[src/rtl/pmic_link_pkg.sv]
package pmic_link_pkg;

    localparam int SLV_ADDR_W = 15;
    localparam int SLV_DATA_W = 16;
    localparam int FRAME_BITS = 1 + SLV_ADDR_W + SLV_DATA_W;

    localparam int REG_RDCMD  = 'h28;
    localparam int REG_RDDATA = 'h2C;
    localparam int REG_STATUS = 'h30;

    localparam int STAT_FULL  = 11;
    localparam int STAT_EMPTY = 10;
    localparam int STAT_OVF   = 0;

    typedef enum logic [1:0] {
        SQ_IDLE  = 2'd0,
        SQ_WRITE = 2'd1,
        SQ_READ  = 2'd2
    } seq_state_t;

    typedef struct packed {
        logic [SLV_ADDR_W-1:0] addr;
        logic [SLV_DATA_W-1:0] data;
    } wr_item_t;

endpackage

[src/rtl/pmic_wr_fifo.sv]
module pmic_wr_fifo #(
    parameter int DEPTH = 8,
    parameter int W     = 31
) (
    input  logic         clk,
    input  logic         rst_n,
    input  logic         push,
    input  logic         pop,
    input  logic [W-1:0] din,
    output logic [W-1:0] dout,
    output logic         full,
    output logic         empty
);
    localparam int PW = (DEPTH > 1) ? $clog2(DEPTH) : 1;
    localparam int CW = $clog2(DEPTH + 1);

    logic [W-1:0]  mem [DEPTH];
    logic [PW-1:0] wp, rp;
    logic [CW-1:0] cnt;
    logic          do_push, do_pop;

    assign full    = (cnt == CW'(DEPTH));
    assign empty   = (cnt == '0);
    assign do_push = push && !full;
    assign do_pop  = pop && !empty;
    assign dout    = mem[rp];

    always_ff @(posedge clk) begin
        if (do_push) mem[wp] <= din;
    end

    always_ff @(posedge clk or negedge rst_n) begin
        if (!rst_n) begin
            wp  <= '0;
            rp  <= '0;
            cnt <= '0;
        end else begin
            if (do_push) wp <= (wp == PW'(DEPTH - 1)) ? '0 : wp + 1'b1;
            if (do_pop)  rp <= (rp == PW'(DEPTH - 1)) ? '0 : rp + 1'b1;
            unique case ({do_push, do_pop})
                2'b10:   cnt <= cnt + 1'b1;
                2'b01:   cnt <= cnt - 1'b1;
                default: cnt <= cnt;
            endcase
        end
    end
endmodule

[src/rtl/pmic_shift_engine.sv]
module pmic_shift_engine
    import pmic_link_pkg::*;
#(
    parameter int DIV = 2
) (
    input  logic                  clk,
    input  logic                  rst_n,
    input  logic                  start,
    input  logic                  rw,
    input  logic [SLV_ADDR_W-1:0] addr,
    input  logic [SLV_DATA_W-1:0] wdata,
    output logic [SLV_DATA_W-1:0] rdata,
    output logic                  done,
    output logic                  sclk,
    output logic                  cs_n,
    output logic                  mosi,
    input  logic                  miso
);
    localparam int CW = (DIV > 1) ? $clog2(DIV) : 1;
    localparam int BW = $clog2(FRAME_BITS);

    logic                  active;
    logic [FRAME_BITS-1:0] sh;
    logic [SLV_DATA_W-1:0] rx;
    logic [CW-1:0]         cnt;
    logic [BW-1:0]         bidx;

    assign mosi  = sh[FRAME_BITS-1];
    assign rdata = rx;

    always_ff @(posedge clk or negedge rst_n) begin
        if (!rst_n) begin
            active <= 1'b0;
            sh     <= '0;
            rx     <= '0;
            cnt    <= '0;
            bidx   <= '0;
            sclk   <= 1'b0;
            cs_n   <= 1'b1;
            done   <= 1'b0;
        end else begin
            done <= 1'b0;
            if (!active) begin
                if (start) begin
                    active <= 1'b1;
                    cs_n   <= 1'b0;
                    sclk   <= 1'b0;
                    sh     <= {rw, addr, wdata};
                    cnt    <= '0;
                    bidx   <= '0;
                end
            end else if (cnt == CW'(DIV - 1)) begin
                cnt <= '0;
                if (!sclk) begin
                    // rising edge: capture slave data
                    sclk <= 1'b1;
                    rx   <= {rx[SLV_DATA_W-2:0], miso};
                end else begin
                    // falling edge: launch next bit or close the frame
                    sclk <= 1'b0;
                    if (bidx == BW'(FRAME_BITS - 1)) begin
                        active <= 1'b0;
                        cs_n   <= 1'b1;
                        done   <= 1'b1;
                    end else begin
                        bidx <= bidx + 1'b1;
                        sh   <= {sh[FRAME_BITS-2:0], 1'b0};
                    end
                end
            end else begin
                cnt <= cnt + 1'b1;
            end
        end
    end
endmodule

[src/rtl/pmic_link_bridge.sv]
module pmic_link_bridge
    import pmic_link_pkg::*;
#(
    parameter int NEW_MODE   = 1,
    parameter int FIFO_DEPTH = 8,
    parameter int CLK_DIV    = 2,
    parameter int HADDR_W    = 19
) (
    input  logic               clk,
    input  logic               rst_n,
    input  logic               bus_wr,
    input  logic [HADDR_W-1:0] bus_addr,
    input  logic [31:0]        bus_wdata,
    input  logic [HADDR_W-1:0] bus_raddr,
    output logic [31:0]        bus_rdata,
    output logic               ser_clk,
    output logic               ser_cs_n,
    output logic               ser_mosi,
    input  logic               ser_miso
);
    localparam int WIN_BASE  = (NEW_MODE != 0) ? 'h20000 : 'h8000;
    localparam int WIN_BYTES = (NEW_MODE != 0) ? 'h20000 : 'h1000;
    localparam int ITEM_W    = $bits(wr_item_t);

    function automatic logic [SLV_ADDR_W-1:0] map_addr(input logic [31:0] off);
        return (NEW_MODE != 0) ? off[16:2] : off[14:0];
    endfunction

    // host decode
    logic [HADDR_W-1:0] win_off;
    logic               in_win, win_wr, cmd_wr, stat_wr, cmd_ok;

    assign win_off = bus_addr - HADDR_W'(WIN_BASE);
    assign in_win  = (bus_addr >= HADDR_W'(WIN_BASE)) && (win_off < HADDR_W'(WIN_BYTES));
    assign win_wr  = bus_wr && in_win;
    assign cmd_wr  = bus_wr && (bus_addr == HADDR_W'(REG_RDCMD));
    assign stat_wr = bus_wr && (bus_addr == HADDR_W'(REG_STATUS));
    assign cmd_ok  = (bus_wdata < 32'(WIN_BYTES));

    // write queue
    wr_item_t fifo_in, fifo_head;
    logic     fifo_push, fifo_pop, fifo_full, fifo_empty;

    assign fifo_in.addr = map_addr(32'(win_off));
    assign fifo_in.data = bus_wdata[SLV_DATA_W-1:0];
    assign fifo_push    = win_wr && !fifo_full;

    pmic_wr_fifo #(.DEPTH(FIFO_DEPTH), .W(ITEM_W)) u_fifo (
        .clk   (clk),
        .rst_n (rst_n),
        .push  (fifo_push),
        .pop   (fifo_pop),
        .din   (fifo_in),
        .dout  (fifo_head),
        .full  (fifo_full),
        .empty (fifo_empty)
    );

    // serial engine
    logic                  eng_start, eng_rw, eng_done;
    logic [SLV_ADDR_W-1:0] eng_addr;
    logic [SLV_DATA_W-1:0] eng_wdata, eng_rdata;

    pmic_shift_engine #(.DIV(CLK_DIV)) u_eng (
        .clk   (clk),
        .rst_n (rst_n),
        .start (eng_start),
        .rw    (eng_rw),
        .addr  (eng_addr),
        .wdata (eng_wdata),
        .rdata (eng_rdata),
        .done  (eng_done),
        .sclk  (ser_clk),
        .cs_n  (ser_cs_n),
        .mosi  (ser_mosi),
        .miso  (ser_miso)
    );

    // sequencer
    seq_state_t state_q, state_d;
    logic       rd_busy, ovf_q;
    logic [SLV_ADDR_W-1:0] rd_addr_q, rd_echo_q;
    logic [SLV_DATA_W-1:0] rd_val_q;

    always_ff @(posedge clk or negedge rst_n) begin
        if (!rst_n) state_q <= SQ_IDLE;
        else        state_q <= state_d;
    end

    always_comb begin
        state_d = state_q;
        unique case (state_q)
            SQ_IDLE: begin
                if (!fifo_empty)  state_d = SQ_WRITE;
                else if (rd_busy) state_d = SQ_READ;
            end
            SQ_WRITE: if (eng_done) state_d = SQ_IDLE;
            SQ_READ:  if (eng_done) state_d = SQ_IDLE;
        endcase
    end

    always_comb begin
        eng_start = 1'b0;
        eng_rw    = 1'b0;
        eng_addr  = '0;
        eng_wdata = '0;
        fifo_pop  = 1'b0;
        unique case (state_q)
            SQ_IDLE: begin
                if (!fifo_empty) begin
                    eng_start = 1'b1;
                    fifo_pop  = 1'b1;
                    eng_addr  = fifo_head.addr;
                    eng_wdata = fifo_head.data;
                end else if (rd_busy) begin
                    eng_start = 1'b1;
                    eng_rw    = 1'b1;
                    eng_addr  = rd_addr_q;
                end
            end
            SQ_WRITE: ;
            SQ_READ:  ;
        endcase
    end

    // host-visible state
    always_ff @(posedge clk or negedge rst_n) begin
        if (!rst_n) begin
            rd_busy   <= 1'b0;
            rd_addr_q <= '0;
            rd_echo_q <= '0;
            rd_val_q  <= '0;
            ovf_q     <= 1'b0;
        end else begin
            if (cmd_wr && cmd_ok && !rd_busy) begin
                rd_busy   <= 1'b1;
                rd_addr_q <= map_addr(bus_wdata);
            end else if (state_q == SQ_READ && eng_done) begin
                rd_busy   <= 1'b0;
                rd_val_q  <= eng_rdata;
                rd_echo_q <= rd_addr_q;
            end
            if (win_wr && fifo_full) ovf_q <= 1'b1;
            else if (stat_wr)        ovf_q <= 1'b0;
        end
    end

    always_comb begin
        bus_rdata = '0;
        if (bus_raddr == HADDR_W'(REG_RDDATA)) begin
            bus_rdata = {rd_busy, rd_echo_q, rd_val_q};
        end else if (bus_raddr == HADDR_W'(REG_STATUS)) begin
            bus_rdata[STAT_FULL]  = fifo_full;
            bus_rdata[STAT_EMPTY] = fifo_empty;
            bus_rdata[STAT_OVF]   = ovf_q;
        end
    end
endmodule

[config.mk]
export PLATFORM = sky130hd
export DESIGN_NAME = pmic_link_bridge
export DESIGN_NICKNAME = d
export VERILOG_FILES = /design/src/rtl/pmic_link_pkg.sv /design/src/rtl/pmic_wr_fifo.sv /design/src/rtl/pmic_shift_engine.sv /design/src/rtl/pmic_link_bridge.sv
export SDC_FILE = /design/constraint.sdc
export NUM_CORES = 1
export LEC_CHECK = 0
export BUFFER_PORTS_ARGS = -buffer_cell sky130_fd_sc_hd__buf_2
export CAP_MARGIN = 10
export CELL_PAD_IN_SITES_DETAIL_PLACEMENT = 1
export CELL_PAD_IN_SITES_GLOBAL_PLACEMENT = 1
export CORE_AREA = 4 4 177 179
export CTS_CLUSTER_SIZE = 16
export DETAILED_ROUTE_END_ITERATION = 8
export DIE_AREA = 0 0 181 183
export PLACE_DENSITY = 0.73
export SLEW_MARGIN = 20
export SYNTH_ARGS = -nofsm -noshare
export SYNTH_HDL_FRONTEND = slang
export SYNTH_SLANG_ARGS = --single-unit
[constraint.sdc]
create_clock -name clk -period 4.5 [get_ports clk]
set_clock_uncertainty 0.15 [all_clocks]
set_input_delay 0 -clock clk [delete_from_list [all_inputs] [get_ports clk]]
set_output_delay 0 -clock clk [all_outputs]
set_load 0.01 [all_outputs]
==> flow_summary.toml, run 1 <==
[grt]
groute.usage.overall_pct = 21.1
grt_pass1_wl_um = 53600
antenna_found_initial = 0
grt_start_max_net_pins = 81
grt-ovfl-total = 0
grt_pass1_vias = 8803

[cells_and_area]
synthToLayoutAreaGrowth_pct = 18.5
fin_util_pct = 59.0
nNetsFinal = 1073
final_area_sq_mm = 0.0174
n_fill_cell = 2663
drive_gt1_share_pct = 33.0
n_antenna_cell = 0

[yosys]
yosys-top-cells-area = "edfxtp_1, dfrtp_1, mux4_2, mux2_4, mux2_2"
synth_ff_type = "edfxtp_1"
synth_cells = 824
syn_area_per_cell_sq_um = 17.8
syn-cell-area_sq_mm = 0.0147
ys_seq_area_share_pct = 70.7
yosysWarningCount = 0
synth.most_common_cell = "edfxtp_1"
synth_top_area_cell = "edfxtp_1"
synth.ff_latch_count = 366
synth_fp_nets = 909
async_reset_ff_share_pct = 32.2
synth_edf_count = 248
synth_common_cells = "edfxtp_1, dfrtp_1, mux4_2"
ys_types = 47
synth_top_area_share_pct = 50.6

[pwr]
vdd_ir_drop_max_mv = 0.386
p_leak_nw = 6.67
power_w = 0.00948
power_density_mw_per_mm2 = 544

[floorplan]
core_sq_mm = 0.0296
die_h_um = 183
die-area_sq_mm = 0.0331
io_pins = 109
num_rows = 63
die_w_um = 181
start_util_pct = 49.7

[routing]
avgViaCountPerCell = 5.75
wl_um = 34600
drtIter0Drc = 687
drc = 0
final_antenna_net_count = 0
vias = 8087
drtPass1Iterations = 5
wl_per_cell_um = 24.6

[run_status]
violations = "hold timing"
status = "complete, but fails checks"

[setup_path]
slowest_stage = "nor4_1"
path_cells = "nor4_1 -> o211ai_1 -> buf_4 -> and3_1 -> a21oi_1 -> o21ai_0"
critPathMaxFanout = 24
r2r_setup_slack_ns = 1.54
worstPathRequired_ns = 4.71
cpPeakStageDelay_ns = 0.75
r2r_start = "u_fifo.cnt[1]$_DFFE_PN0P_"
critPathLaunchType = "flip-flop"
r2r_cells = 6
rr_endpoint = "u_eng.sh[8]$_DFFE_PN0P_"
end_kind = "flip-flop"
arrival_ns = 3.17
crit_type = "reg2reg"

[clock_tree]
cts_made_buffers = 38
cts_resized = 0
cts_sinks = 366
tritoncts = "yes"
clock_latency_ns = 0.52
htree_levels = 2
post_cts_buffers = 0
clk_pin_slew_ns = 0.06
cts_max_path_buffers = 3
cts_root_buffer = "clkbuf_16"

[sta]
max_clock_freq_mhz = 338
finalSetupViolations = 0
maxSlewViolCount = 0
finalHoldViolCount = 56
rsz0062_at_grt = "no"
relSlewSlack_pct = 33.5
period_needed_ns = 2.96
max_slew.worst_pin.slew_ns = 0.993
fin_tns_setup_ns = 0
period_share_pct = 65.7
hold_slack_ns = -0.0523

[placement]
placed_cell_area_sq_mm = 0.0158
place_congestion = 0.755
dpl.hpwl_um = 21000
portBuffers = 108

[worst_hold_path]
hp-class = "in2async"

[run]
cap_violations = 0
## stage by stage
step | setup WS, ns | instances
3_5_place_dp | 1.62 | 1300
4_1_cts | 1.51 | 1407
2_1_floorplan | 0.569 | 824
6_report | 1.54 | 1407
3_3_place_gp | 1.67 | 1300
5_1_grt | 1.27 | 1407
## cells by family (layout without fill, tap and decap cells)
| group | after synthesis | count (layout) | share of synthesized area [%] |
|---|---|---|---|
| AOI/OAI and AO/OA | 102 | 102 | 4.38 |
| adders and majority gates | 11 | 11 | 0.936 |
| and+or+nand+nor | 144 | 144 | 5.37 |
| muxes | 144 | 144 | 16.4 |
| DFF | 366 | 366 | 70.7 |
| xor gates and xnor gates | 8 | 8 | 0.476 |
| buffers and inverters | 49 | 242 | 1.71 |
## critical path: cells and delay by family, from the launching register on
kind / cells / cell delay [ns]
AND/OR/NAND/NOR: 2 / 0.97
AO/OA/AOI/OAI: 3 / 0.81
flip-flops: 1 / 0.46
buffers and inverters: 1 / 0.40
## power by group
| group | internal, W | switching, W |
|---|---|---|
| Combinational | 0.00101 | 0.000961 |
| Clock | 0.00191 | 0.00126 |
| Sequential | 0.00394 | 0.000392 |
| Total | 0.00687 | 0.00262 |
## state kept, by name (all words and copies together) (netlist names), 2 cells and up
| signal | flops |
|---|---|
| u_eng.rdata | 16 |
| u_fifo.mem | 248 |
| rd_val_q | 16 |
| u_eng.sh | 32 |
| rd_addr_q | 15 |
| u_fifo.wp | 3 |
| rd_echo_q | 15 |
| u_fifo.rp | 3 |
| u_fifo.cnt | 4 |
| u_eng.bidx | 5 |
| state_q | 2 |
## worst max path at each step
stage                                    from                         end  slack (ns)  cells past startpoint
floorplan           u_fifo.cnt[0]$_DFFE_PN0P_  u_fifo.mem[0][0]$_DFFE_PP_        0.57                      6
global placement    u_fifo.cnt[1]$_DFFE_PN0P_   u_fifo.cnt[2]$_DFFE_PN0P_        1.67                     10
detailed placement  u_fifo.cnt[0]$_DFFE_PN0P_    u_eng.sh[10]$_DFFE_PN0P_        1.62                      6
CTS                 u_fifo.cnt[0]$_DFFE_PN0P_     u_eng.sh[8]$_DFFE_PN0P_        1.51                      6
global route        u_fifo.cnt[0]$_DFFE_PN0P_     u_eng.sh[8]$_DFFE_PN0P_        1.27                      6
finish              u_fifo.cnt[1]$_DFFE_PN0P_     u_eng.sh[8]$_DFFE_PN0P_        1.54                      6
## repair_timing
item	4_1_cts	5_1_grt
hold endpoints to repair	346	0
setup endpoints to repair	0	0
hold buffers	38	0
## cells in the final DEF (no fill, tap or decap), drive strengths merged, types with 15 or more instances in the layout
cell type    count
a21oi           35
a221oi          15
a22oi           16
and2            29
and3            17
buf            127
clkbuf          48
clkinv          16
dfrtp          117
dlygate4sd3     38
edfxtp         248
mux2            65
mux2i           17
mux4            62
nand2           18
nor2            39
o21ai           25
## cell type report
cell class | count | area [sq um] | share of cell area [%]
inverters | 8 | 30.0 | 0.172
clock inverters | 21 | 189 | 1.08
well taps | 390 | 488 | 2.80
repair buffers | 165 | 1090 | 6.28
clock buffers | 48 | 1100 | 6.32
flip-flops and latches | 366 | 10400 | 59.7
multi-input cells | 409 | 4120 | 23.6
## per-layer routing
metal / global-route usage (%) / vias to the layer above / part of all wire, % / wire [um]
li1: - / 3576 / - / -
met1: 27.7 / 4269 / 41 / 14300
met2: 37.0 / 182 / 52 / 17800
met3: 3.07 / 60 / 4.1 / 1410
met4: 6.21 / 0 / 3.0 / 1020
met5: 0 / - / 0 / 0
No activity file was read; power rests on OpenSTA's default activity.
==> run 2, diff against run 1 <==
- CORE_AREA: 4 4 177 179 -> 4 4 182 184
- DIE_AREA: 0 0 181 183 -> 0 0 186 188
- clock period: 4.5 -> 2.47 ns (I/O delays scaled with it)
==> flow_summary.toml, run 2 (synthesis results as in run 1) <==
[floorplan]
core_sq_mm = 0.0314
io_pins = 109
start_util_pct = 46.8
die-area_sq_mm = 0.0350
num_rows = 65
die_h_um = 188
die_w_um = 186

[clock_tree]
cts_sinks = 366
tritoncts = "yes"
cts_made_buffers = 39
clk_pin_slew_ns = 0.06
htree_levels = 2
cts_max_path_buffers = 3
clock_latency_ns = 0.54
cts_root_buffer = "clkbuf_16"

[sta]
max_slew.worst_pin.slew_ns = 0.710
finalHoldViolCount = 0
setup_slack_ns = 0.0671
period_needed_ns = 2.40
fin_tns_setup_ns = 0
relSlewSlack_pct = 52.6
finalSetupViolations = 0
maxSlewViolCount = 0
period_share_pct = 97.3
max_clock_freq_mhz = 416

[grt]
grt-ovfl-total = 0
groute.usage.overall_pct = 20.7
antenna_found_initial = 0
met3_usage_pct = 3.24
grt_use_met1_pct = 28.7
grt_pass1_vias = 9162
grt_start_max_net_pins = 53
met2_usage_pct = 34.5
grt_pass1_wl_um = 55500
top_usage_layer = "met2"

[pwr]
p_sw_w = 0.00513
power_w = 0.0178
p_int_w = 0.0127
seqPwrFrac_pct = 42.7
switching_share_pct = 28.8
p_clk_share_pct = 31.6
share_comb_of_total_power_pct = 25.7
p_leak_nw = 6.90
power_density_mw_per_mm2 = 989
vdd_ir_drop_max_mv = 0.729

[cells_and_area]
synthToLayoutAreaGrowth_pct = 22.4
n_antenna_cell = 0
largest_register_ffs = 248
reg_top3 = "u_fifo.mem x248, u_eng.sh x32"
fin_util_pct = 57.4
final_common_cell = "edfxtp_1"
final_cell_mix = "edfxtp_1, dfrtp_1, buf_2, mux4_2, dlygate4sd3_1"
final_cell_count_no_fill = 1465
regMostFlops = "u_fifo.mem"
nNetsFinal = 1117
drive_gt1_share_pct = 35.8
n_fill_cell = 2850

[setup_path]
crit_type = "reg2reg"
critPathLaunchType = "flip-flop"
critPathMaxFanout = 12
worstPathRequired_ns = 2.78
end_kind = "flip-flop"
arrival_ns = 2.72

[run]
cap_violations = 0

[worst_hold_path]
hp-class = "in2reg"

[routing]
drtPass1Iterations = 5
wl_per_cell_um = 24.6
drc = 0
avgViaCountPerCell = 5.69
vias = 8337
final_antenna_net_count = 0
drtIter0Drc = 559
wl_um = 36000

[placement]
dp.cells = 1343
dpl.hpwl_um = 22200
place_congestion = 0.773
portBuffers = 108
dp_slack_ns = -0.0285

[run_status]
status = "complete, no violations"
## run 2: cell count changes in the layout (fill, tap and decap cells not counted), moves of 3 or more
cell,delta
buf_12,+14
clkbuf_8,-3
dlygate4sd3_1,+4
clkbuf_1,+9
ha_1,-3
buf_4,+23
## run 2: timing repair
action,4_1_cts,5_1_grt
pin swaps,0,1
hold endpoints to repair,391,0
resized for setup,1,10
hold buffers,43,0
gates cloned,0,2
buffers inserted,0,5
endpoints found under the setup margin,16,20
## run 2: metrics by stage
| step | hold slack [ns] | cell area, sq um |
|---|---|---|
| global placement | -0.0898 | 16200 |
| CTS | 0.0472 | 17900 |
| floorplan | -0.446 | 14800 |
| global route | 0.0957 | 18000 |
| finish | 0.0928 | 18000 |
| detailed placement | -0.0897 | 16200 |
## run 2: layer usage
| metal | wire length, um | part of all wire (%) |
|---|---|---|
| met4 | 980 | 2.7 |
| met2 | 18100 | 50 |
| met1 | 15300 | 43 |
| met3 | 1570 | 4.4 |
| met5 | 0 | 0 |
## run 2: power groups by stage
| stage | clock network, W | logic, W | registers [W] |
|---|---|---|---|
| finish | 0.00563 | 0.00458 | 0.00761 |
| global route | 0.00605 | 0.00498 | 0.00768 |
| CTS | 0.00576 | 0.00450 | 0.00760 |
| detailed placement | 0 | 0.00439 | 0.00771 |
| global placement | 0 | 0.00428 | 0.00769 |
| floorplan | 0 | 0.00300 | 0.00757 |
## run 2: cell type report
type | instances | area, sq um | area share, %
sequential | 366 | 10400 | 57.8
multi-input combinational | 409 | 4190 | 23.3
timing repair buffer | 208 | 1630 | 9.08
clock buffer | 52 | 1040 | 5.80
tap | 402 | 503 | 2.79
clock inverter | 20 | 194 | 1.08
inverter | 8 | 30.0 | 0.167
## run 2: critical path, cell delays in order (launching register included)
cell	delay, ns
dfrtp_1	0.39
ha_1	0.21
and3_1	0.19
ha_2	0.18
nand4b_1	0.20
buf_4	0.17
o211ai_1	0.18
buf_4	0.21
buf_4	0.12
clkbuf_16	0.15
nor2_1	0.06
a21oi_1	0.12
## run 2: final timing paths
check | from | to | slack, ns | cells after the start
max reg2reg | u_eng.bidx[0]$_DFFE_PN0P_ | u_eng.sh[19]$_DFFE_PN0P_ | 0.07 | 11
max | u_eng.bidx[0]$_DFFE_PN0P_ | u_eng.sh[19]$_DFFE_PN0P_ | 0.07 | 11
min in group asynchronous | rst_n | rd_echo_q[1]$_DFFE_PN0P_ | 0.43 | 4
max in group asynchronous | rst_n | u_eng.cs_n$_DFFE_PN1P_ | 1.38 | 4
min reg2reg | u_eng.sh[11]$_DFFE_PN0P_ | u_eng.sh[11]$_DFFE_PN0P_ | 0.33 | 2
min | bus_wr | u_fifo.cnt[0]$_DFFE_PN0P_ | 0.09 | 5
==> run 3, diff against run 2 <==
- CORE_AREA: 4 4 182 184 -> 4 4 177 179
- DIE_AREA: 0 0 186 188 -> 0 0 181 183
- clock period: 2.47 -> 2.9 ns (I/O delays scaled with it)
==> flow_summary.toml, run 3 (synthesis results as in run 1) <==
[placement]
dp.cells = 1320
dp_slack_ns = 0.244
portBuffers = 108
place_congestion = 0.781
dpl.hpwl_um = 21900

[setup_path]
critPathLaunchType = "flip-flop"
arrival_ns = 2.94
critPathMaxFanout = 5
slowest_stage = "or4_1"
critPathMostFrequentCell = "xor2_1"
cpPeakStageDelay_ns = 0.51
crit_type = "reg2reg"
path_cells = "or4_1 -> nand2_1 -> inv_1 -> ha_1 -> xor2_1 -> ha_1 -> a21oi_1 -> xor2_1 -> nor2_1 -> xor2_1"
end_kind = "flip-flop"
worstPathRequired_ns = 3.15

[cells_and_area]
fin_util_pct = 59.6
n_fill_cell = 2652
final_cell_mix = "edfxtp_1, dfrtp_1, buf_2, mux4_2, clkbuf_16"
final_cell_count_no_fill = 1431
final_common_cell = "edfxtp_1"
synthToLayoutAreaGrowth_pct = 19.8
n_antenna_cell = 0
regMostFlops = "u_fifo.mem"
nNetsFinal = 1096
reg_top3 = "u_fifo.mem x248, u_eng.sh x32"
drive_gt1_share_pct = 33.7
largest_register_ffs = 248

[pwr]
power_density_mw_per_mm2 = 831
power_w = 0.0146
p_leak_nw = 6.76
vdd_ir_drop_max_mv = 0.624

[routing]
wl_per_cell_um = 24.3
avgViaCountPerCell = 5.71
drtPass1Iterations = 5
final_antenna_net_count = 0
drtIter0Drc = 683
drc = 0
wl_um = 34700
vias = 8172

[clock_tree]
clock_latency_ns = 0.53
post_cts_buffers = 0
cts_made_buffers = 39
tritoncts = "yes"
cts_root_buffer = "clkbuf_16"
htree_levels = 2
clk_pin_slew_ns = 0.06
cts_max_path_buffers = 3
cts_sinks = 366

[sta]
setup_slack_ns = 0.212
max_clock_freq_mhz = 372
finalSetupViolations = 0
rsz0062_at_grt = "no"
maxSlewViolCount = 0
hold_slack_ns = 0.0190
max_slew.worst_pin.slew_ns = 0.760
period_needed_ns = 2.69
period_share_pct = 92.7
relSlewSlack_pct = 49.2
finalHoldViolCount = 0

[floorplan]
core_sq_mm = 0.0296
io_pins = 109
die_h_um = 183
start_util_pct = 49.7
die-area_sq_mm = 0.0331
die_w_um = 181
num_rows = 63

[grt]
grt-ovfl-total = 0
grt_pass1_wl_um = 54500
antenna_found_initial = 0
grt_pass1_vias = 9152
groute.usage.overall_pct = 21.4
grt_start_max_net_pins = 66

[worst_hold_path]
hp-class = "in2reg"

[run_status]
status = "complete, no violations"

[run]
cap_violations = 0
## run 3: changes by cell type in the layout (fill, tap and decap cells not counted), sizes merged
cell / delta
buf: -17
dlygate4sd3: -3
bufinv: -1
clkinvlp: -1
## run 3: stage by stage
stage / area [sq um] / TNS [ns]
after detailed placement: 16000 / 0
after global routing: 17600 / 0
final: 17600 / 0
after global placement: 16000 / 0
after CTS: 17600 / 0
after floorplan: 14700 / -19.44
## run 3: critical path, delay by kind of cell, from the launching register on
| kind | cells | cell delay [ns] |
|---|---|---|
| AOI/OAI and AO/OA | 1 | 0.14 |
| and+or+nand+nor | 3 | 0.74 |
| DFF | 1 | 0.42 |
| xor gates and xnor gates | 3 | 0.50 |
| adders and majority gates | 2 | 0.50 |
| buffers and inverters | 1 | 0.11 |
## run 3: path summary, 6_finish.rpt
kind	depth (start not counted)	endpoint	slack, ns	startpoint
max in group asynchronous	4	u_fifo.rp[1]$_DFFE_PN0P_	1.81	rst_n
worst min register to register	2	u_eng.sh[13]$_DFFE_PN0P_	0.34	u_eng.sh[13]$_DFFE_PN0P_
worst max-delay path	10	u_fifo.cnt[2]$_DFFE_PN0P_	0.21	u_fifo.cnt[3]$_DFFE_PN0P_
worst min-delay path	5	u_fifo.wp[1]$_DFFE_PN0P_	0.02	bus_wr
min in group asynchronous	4	u_eng.sh[5]$_DFFE_PN0P_	0.43	rst_n
worst max register to register	10	u_fifo.cnt[2]$_DFFE_PN0P_	0.21	u_fifo.cnt[3]$_DFFE_PN0P_
## run 3: area by class of cell
| cell class | instances | area, sq um | area share, % |
|---|---|---|---|
| Clock buffer | 53 | 1070 | 6.07 |
| Timing Repair Buffer | 187 | 1360 | 7.71 |
| Inverter | 8 | 30.0 | 0.170 |
| Clock inverter | 18 | 138 | 0.781 |
| Tap cell | 390 | 488 | 2.77 |
| Sequential cell | 366 | 10400 | 59.1 |
| Multi-Input combinational cell | 409 | 4130 | 23.4 |
## run 3: what timing repair did
item	CTS	global route
hold buffers	40	0
hold endpoints to repair	385	0
gates resized for setup	0	0
## run 3: where the power goes
group | internal [W] | switching [W]
logic | 0.00171 | 0.00169
clock network | 0.00270 | 0.00197
registers | 0.00612 | 0.000461
total | 0.0105 | 0.00412
## run 3: routing by layer
layer / routed length [um] / part of all wire [%] / vias up / global-route usage (%)
met2: 17600 / 51 / 205 / 36.8
met4: 731 / 2.1 / 0 / 5.67
met3: 1560 / 4.5 / 52 / 3.09
li1: - / - / 3617 / -
met1: 14800 / 43 / 4298 / 29.1
met5: 0 / 0 / - / 0
